<file path="src/rtl/fcmp_pkg.sv">
package fcmp_pkg;
  // relSel bit order: {unordered, less, equal, greater}
  typedef struct packed {
    logic       load;
    logic       illegal;
    logic       sigQnan;
    logic [3:0] relSel;
  } cmpCtl_t;
endpackage

</file>
<file path="src/rtl/fcmp_lane.sv">
module fcmp_lane #(
  parameter int EXP_W  = 8,
  parameter int FRAC_W = 23
) (
  input  logic [EXP_W+FRAC_W:0] a,
  input  logic [EXP_W+FRAC_W:0] b,
  input  logic [3:0]            relSel,
  input  logic                  sigQnan,
  output logic                  hit,
  output logic                  inv
);
  localparam int W = 1 + EXP_W + FRAC_W;

  logic nanA, nanB, qA, qB, sA, sB, unord, bothZero, isEq, isLt, isGt;

  always_comb begin
    nanA = (&a[W-2 -: EXP_W]) && (|a[FRAC_W-1:0]);
    nanB = (&b[W-2 -: EXP_W]) && (|b[FRAC_W-1:0]);
    qA = nanA && a[FRAC_W-1];
    qB = nanB && b[FRAC_W-1];
    sA = nanA && !a[FRAC_W-1];
    sB = nanB && !b[FRAC_W-1];
    unord = nanA || nanB;
    bothZero = !(|a[W-2:0]) && !(|b[W-2:0]);
    isEq = bothZero || (a == b);
    if (a[W-1] != b[W-1])
      isLt = a[W-1] && !bothZero;
    else if (!a[W-1])
      isLt = a[W-2:0] < b[W-2:0];
    else
      isLt = a[W-2:0] > b[W-2:0];
    isGt = !isLt && !isEq;
    if (unord)
      hit = relSel[3];
    else
      hit = (isLt && relSel[2]) || (isEq && relSel[1]) || (isGt && relSel[0]);
    inv = sA || sB || (sigQnan && (qA || qB));
  end
endmodule

</file>
<file path="src/rtl/fcmp_ctrl.sv">
module fcmp_ctrl
  import fcmp_pkg::*;
(
  input  logic       clk,
  input  logic       rstN,
  input  logic       reqValid,
  input  logic [4:0] predCode,
  input  logic       legacyMode,
  output cmpCtl_t    ctl,
  output logic       resValid,
  output logic       illegalPred
);
  logic       baseSig;
  logic [3:0] baseRel;

  always_comb begin
    unique case (predCode[3:0])
      4'd0:  begin baseRel = 4'b0010; baseSig = 1'b0; end
      4'd1:  begin baseRel = 4'b0100; baseSig = 1'b1; end
      4'd2:  begin baseRel = 4'b0110; baseSig = 1'b1; end
      4'd3:  begin baseRel = 4'b1000; baseSig = 1'b0; end
      4'd4:  begin baseRel = 4'b1101; baseSig = 1'b0; end
      4'd5:  begin baseRel = 4'b1011; baseSig = 1'b1; end
      4'd6:  begin baseRel = 4'b1001; baseSig = 1'b1; end
      4'd7:  begin baseRel = 4'b0111; baseSig = 1'b0; end
      4'd8:  begin baseRel = 4'b1010; baseSig = 1'b0; end
      4'd9:  begin baseRel = 4'b1100; baseSig = 1'b1; end
      4'd10: begin baseRel = 4'b1110; baseSig = 1'b1; end
      4'd11: begin baseRel = 4'b0000; baseSig = 1'b0; end
      4'd12: begin baseRel = 4'b0101; baseSig = 1'b0; end
      4'd13: begin baseRel = 4'b0011; baseSig = 1'b1; end
      4'd14: begin baseRel = 4'b0001; baseSig = 1'b1; end
      default: begin baseRel = 4'b1111; baseSig = 1'b0; end
    endcase
    ctl.load    = reqValid;
    ctl.illegal = legacyMode && (predCode[4] || predCode[3]);
    ctl.sigQnan = baseSig ^ predCode[4];
    ctl.relSel  = baseRel;
  end

  always_ff @(posedge clk) begin
    if (!rstN) begin
      resValid    <= 1'b0;
      illegalPred <= 1'b0;
    end else begin
      resValid <= reqValid;
      if (reqValid) illegalPred <= ctl.illegal;
    end
  end

  assert_valid_follows_R1: assert property (@(posedge clk) disable iff (!rstN)
    reqValid |=> resValid);
  assert_valid_idle_R1: assert property (@(posedge clk) disable iff (!rstN)
    !reqValid |=> !resValid);
  assert_illegal_hold_R8: assert property (@(posedge clk) disable iff (!rstN)
    !reqValid |=> $stable(illegalPred));
endmodule

</file>
<file path="src/rtl/fcmp_datapath.sv">
module fcmp_datapath
  import fcmp_pkg::*;
#(
  parameter int LANES  = 8,
  parameter int EXP_W  = 8,
  parameter int FRAC_W = 23
) (
  input  logic                         clk,
  input  logic                         rstN,
  input  logic [LANES*(1+EXP_W+FRAC_W)-1:0] opA,
  input  logic [LANES*(1+EXP_W+FRAC_W)-1:0] opB,
  input  cmpCtl_t                      ctl,
  input  logic                         clrInvalid,
  output logic [LANES*(1+EXP_W+FRAC_W)-1:0] laneMask,
  output logic [LANES-1:0]             maskSummary,
  output logic                         invalidFlag
);
  localparam int W  = 1 + EXP_W + FRAC_W;
  localparam int VW = LANES * W;

  logic [LANES-1:0] hits, invs;
  logic [VW-1:0]    maskNext;

  for (genvar i = 0; i < LANES; i++) begin : gLane
    fcmp_lane #(.EXP_W(EXP_W), .FRAC_W(FRAC_W)) uLane (
      .a      (opA[i*W +: W]),
      .b      (opB[i*W +: W]),
      .relSel (ctl.relSel),
      .sigQnan(ctl.sigQnan),
      .hit    (hits[i]),
      .inv    (invs[i])
    );
    assign maskNext[i*W +: W] = {W{hits[i]}};
  end

  always_ff @(posedge clk) begin
    if (!rstN) begin
      laneMask    <= '0;
      maskSummary <= '0;
      invalidFlag <= 1'b0;
    end else begin
      if (ctl.load) begin
        laneMask    <= ctl.illegal ? '0 : maskNext;
        maskSummary <= ctl.illegal ? '0 : hits;
      end
      invalidFlag <= (invalidFlag && !clrInvalid) ||
                     (ctl.load && !ctl.illegal && (|invs));
    end
  end

  assert_mask_hold_R1: assert property (@(posedge clk) disable iff (!rstN)
    !ctl.load |=> $stable(laneMask) && $stable(maskSummary));
  assert_sticky_R7: assert property (@(posedge clk) disable iff (!rstN)
    invalidFlag && !clrInvalid |=> invalidFlag);
  assert_clear_R7: assert property (@(posedge clk) disable iff (!rstN)
    clrInvalid && !ctl.load |=> !invalidFlag);
endmodule

</file>
<file path="src/rtl/fp_cmp_unit.sv">
module fp_cmp_unit
  import fcmp_pkg::*;
#(
  parameter int LANES  = 8,
  parameter int EXP_W  = 8,
  parameter int FRAC_W = 23,
  localparam int VW = LANES * (1 + EXP_W + FRAC_W)
) (
  input  logic             clk,
  input  logic             rstN,
  input  logic             reqValid,
  input  logic [VW-1:0]    opA,
  input  logic [VW-1:0]    opB,
  input  logic [4:0]       predCode,
  input  logic             legacyMode,
  input  logic             clrInvalid,
  output logic             resValid,
  output logic [VW-1:0]    laneMask,
  output logic [LANES-1:0] maskSummary,
  output logic             invalidFlag,
  output logic             illegalPred
);
  cmpCtl_t ctl;

  fcmp_ctrl uCtrl (
    .clk        (clk),
    .rstN       (rstN),
    .reqValid   (reqValid),
    .predCode   (predCode),
    .legacyMode (legacyMode),
    .ctl        (ctl),
    .resValid   (resValid),
    .illegalPred(illegalPred)
  );

  fcmp_datapath #(.LANES(LANES), .EXP_W(EXP_W), .FRAC_W(FRAC_W)) uData (
    .clk        (clk),
    .rstN       (rstN),
    .opA        (opA),
    .opB        (opB),
    .ctl        (ctl),
    .clrInvalid (clrInvalid),
    .laneMask   (laneMask),
    .maskSummary(maskSummary),
    .invalidFlag(invalidFlag)
  );

  assert_illegal_empty_R8: assert property (@(posedge clk) disable iff (!rstN)
    reqValid && legacyMode && (predCode[4] || predCode[3]) |=> illegalPred && (laneMask == '0));
  assert_false_code_R10: assert property (@(posedge clk) disable iff (!rstN)
    reqValid && !legacyMode && predCode[3:0] == 4'd11 |=> laneMask == '0);
  assert_true_code_R10: assert property (@(posedge clk) disable iff (!rstN)
    reqValid && !legacyMode && predCode[3:0] == 4'd15 |=> &laneMask);
endmodule

</file>
<file path="config.mk">
export PLATFORM = sky130hd
export DESIGN_NAME = fp_cmp_unit
export DESIGN_NICKNAME = d
export VERILOG_FILES = /design/src/rtl/fcmp_pkg.sv /design/src/rtl/fcmp_lane.sv /design/src/rtl/fcmp_ctrl.sv /design/src/rtl/fcmp_datapath.sv /design/src/rtl/fp_cmp_unit.sv
export SDC_FILE = /design/constraint.sdc
export NUM_CORES = 1
export LEC_CHECK = 0
export BUFFER_PORTS_ARGS = -buffer_cell sky130_fd_sc_hd__buf_4
export CORE_AREA = 2 2 304 306
export DETAILED_ROUTE_END_ITERATION = 10
export DIE_AREA = 0 0 306 308
export GPL_TIMING_DRIVEN = 0
export SLEW_MARGIN = 20
export SYNTH_ARGS = -nofsm -noshare
export SYNTH_HDL_FRONTEND = slang
export SYNTH_SLANG_ARGS = --single-unit
</file>
<file path="constraint.sdc">
create_clock -name clk -period 3.4 [get_ports clk]
set_input_delay 0.68 -clock clk [delete_from_list [all_inputs] [get_ports clk]]
set_output_delay 0.68 -clock clk [all_outputs]
set_load 0.02 [all_outputs]
</file>
==> flow_summary.ini <==
[run_status]
status = finished clean

[critical_path]
startpoint_type = input port
critPathKind = input port to flip-flop
crit_path_max_fanout = 3
r2r-end = uData.maskSummary[4]
r2r-start = uData.maskSummary[4]
r2r_slack_ns = 2.12
cp_data_arrival_time_ns = 3.34
end_kind = flip-flop
reg2regPathDepth = 3
cp.required_ns = 3.53

[detailed_routing]
detailedRoute.firstIterationViolations = 678
vias = 14300
wl_per_cell_um = 19.2
routed_wl_um = 68900
vias_per_cell = 3.99
antenna_left = 0
drt_pass1_iterations = 5
drc = 0

[sta]
skew_ns = 0
timing.slew.headroom_pct = 33.2
fin_crit_ns = 3.21
rsz0062_at_grt = no
tightest_slew_ns = 1.00
setup_viol = 0
timing.final.hold_violations = 0
fmaxAchievable_mhz = 311
min_period_over_period_pct = 94.5
drv_slew = 0
fin_setup_tns_ns = 0

[cts]
cts_tree = yes
cts_buffer_depth = 2
h-tree-depth = 1
cts_sinks = 11
cts_made_buffers = 3
clk_pin_slew_ns = 0.06
holdBufCountCts = 0
clock_latency_ns = 0.26
post_cts_buffers = 0
root_buffer = clkbuf_16

[grt]
grt_max_degree = 35
antenna_found_initial = 33
grt-ovfl-total = 0
grt_pass1_wl_um = 94200
grt_pass1_vias = 13800
grt.total_usage_pct = 13.7

[logic_synthesis]
synth.distinct_cells = 60
syn_area_per_cell_sq_um = 6.98
ys_ff_latch = 11
syn_nets = 2367
yosysSeqAreaShare_pct = 1.98
synthesis.instances = 1595
synth_warnings = 0
synth_async_sr_flop_share_pct = 0
synth-main-ff-cell = dfxtp_1
synthesis.area_sq_um = 11100
synth_edf_count = 0

[die]
boundaryPins = 789
die_area_sq_um = 94200
rows = 111
initial_core_util_pct = 12.2
die_h_um = 308
core-area_sq_um = 91000
die_w_um = 306

[cells_and_area]
synthToLayoutAreaGrowth_pct = 68.2
drive_above_1_share_pct = 46.3
fin_util_pct = 20.6
nets = 3160

[hold_path]
hold_end = uData.invalidFlag
min_path_type = flip-flop to flip-flop
holdPathStages = 2
holdCritStartpoint = uData.invalidFlag

[pwr]
ir_worst_vdd_mv = 0.114
powerDensity_nw_per_um2 = 153
p_leak_uw = 0.0100

[placement]
hpwl_um = 63400
gp_congestion = 0.922
io_buffers = 787

[flow_run]
drv_cap = 0
critical path, stage by stage:
cell and delay, ns:
buf_4 0.11, nor4_1 0.47, nand4_1 0.19, o21ai_0 0.50, nand2_1 0.24, nor3_2 0.34, a41oi_1 0.20, o211ai_1 0.44
a21boi_0 0.16
metrics by stage:
step	hold slack, ns	area, sq um	setup WS [ns]	power, uW	std cells
3_3_place_gp	0.495	18500	-1.18	2590	3568
6_report	0.506	18700	0.188	2860	3585
3_5_place_dp	0.504	18600	-1.26	2600	3570
2_1_floorplan	0.551	11100	0.789	1380	1595
5_1_grt	0.535	18700	0.0287	3130	3580
4_1_cts	0.515	18700	0.0188	2910	3573
area by class of cell:
| class | count | area (sq um) |
|---|---|---|
| Multi-Input combinational cell | 1063 | 8070 |
| Buffer | 261 | 1940 |
| Inverter | 259 | 972 |
| Timing Repair Buffer | 789 | 5920 |
| Fill cell | 10300 | 72200 |
| Clock buffer | 4 | 78.8 |
| Sequential cell | 11 | 230 |
| Tap cell | 1186 | 1480 |
| Antenna cell | 12 | 30.0 |
flip-flops by register name, indices dropped and copies added (netlist names):
signal	cells
uCtrl.illegalPred	1
uData.laneMask	1
uData.invalidFlag	1
uData.maskSummary	7
uCtrl.resValid	1
kinds of logic after synthesis:
family / Yosys count / share of synthesized area (%)
AO/OA/AOI/OAI: 301 / 16.9
XOR/XNOR: 10 / 0.786
buffers and inverters: 521 / 26.2
AND/OR/NAND/NOR: 502 / 26.0
adder cells (fa/ha/maj): 250 / 28.1
flip-flops: 11 / 1.98
worst max-delay path by stage:
stage / from / slack (ns) / endpoint / depth (start not counted)
2_1_floorplan: opB[162] / 0.79 / uData.maskSummary[5] / 9
3_3_place_gp: predCode[0] / -1.18 / uData.invalidFlag / 9
3_5_place_dp: predCode[0] / -1.26 / uData.invalidFlag / 9
4_1_cts: opA[17] / 0.02 / uData.invalidFlag / 9
5_1_grt: opA[144] / 0.03 / uData.invalidFlag / 9
6_report: opB[170] / 0.19 / uData.invalidFlag / 9
layout by cell type (no fill, tap or decap), types with 4 or more instances in the layout:
cell type,n
nand2_1,99
a211oi_1,8
o31ai_1,8
o21ai_1,15
o21ai_2,4
a21oi_1,121
nor3b_1,7
a21boi_0,5
a2bb2oi_1,6
a221oi_1,12
o21ai_0,47
a21boi_1,5
nand3_1,27
xnor2_1,8
nand4_2,7
o22ai_1,4
nand4_1,110
o21a_1,11
nor2b_1,4
a211o_1,10
diode_2,12
a31o_2,6
nor4_2,16
o311a_1,6
or4_1,7
dfxtp_2,8
a21o_1,8
nor4_1,123
a32oi_1,5
inv_1,258
nor3_1,25
buf_4,1045
ha_1,249
nand3b_1,8
nor2_1,53
power by group:
part	internal [uW]	total, uW	leakage (uW)	switching (uW)
Combinational	1230	2390	0.00987	1160
Clock	161	269	0.0000382	108
Sequential	138	206	0.0000935	67.8
Total	1530	2860	0.0100	1330
Yosys cell counts, types with 3 or more instances:
cell type  number  area share (%)
nand4_1       110             6.2
nor3b_1         7            0.47
a211oi_1        8            0.54
a21boi_0        5            0.34
nor4_2         16             1.8
and2_1          3            0.17
inv_1         258             8.7
nand2_1        99             3.3
a211o_1        10            0.79
nand3b_1        8            0.54
nor2b_1         4            0.22
xnor2_1         9            0.71
a31o_2          6            0.47
o21ai_1        14            0.63
o31ai_1         8            0.54
o21ai_0        51             2.3
dfxtp_1        11             2.0
a21boi_1        5            0.34
o311a_1         6            0.54
buf_4         256              17
nor2_1         53             1.8
nand4_2         7            0.79
a2bb2oi_1       6            0.47
a221oi_1       12            0.94
or4_1           7            0.47
a21o_1          8            0.54
nor3_1         27             1.2
a32oi_1         5            0.39
o21a_1         11            0.74
nand3_1        28             1.3
nor4_1        124             7.0
a21oi_1       121             5.4
clkbuf_1        3            0.10
o22ai_1         4            0.22
ha_1          250              28
metal layers:
layer / GRT usage, % / part of all wire, %
met1: 16.3 / 40
met2: 24.2 / 48
met3: 4.23 / 8.7
met4: 2.90 / 2.3
met5: 0 / 0.21
timing repair:
item / CTS / global route
hold endpoints to repair: 0 / 0
endpoints found under the setup margin: 2 / 1
resized for setup: 9 / 2
Note: power is estimated with default switching activity, not from simulation.
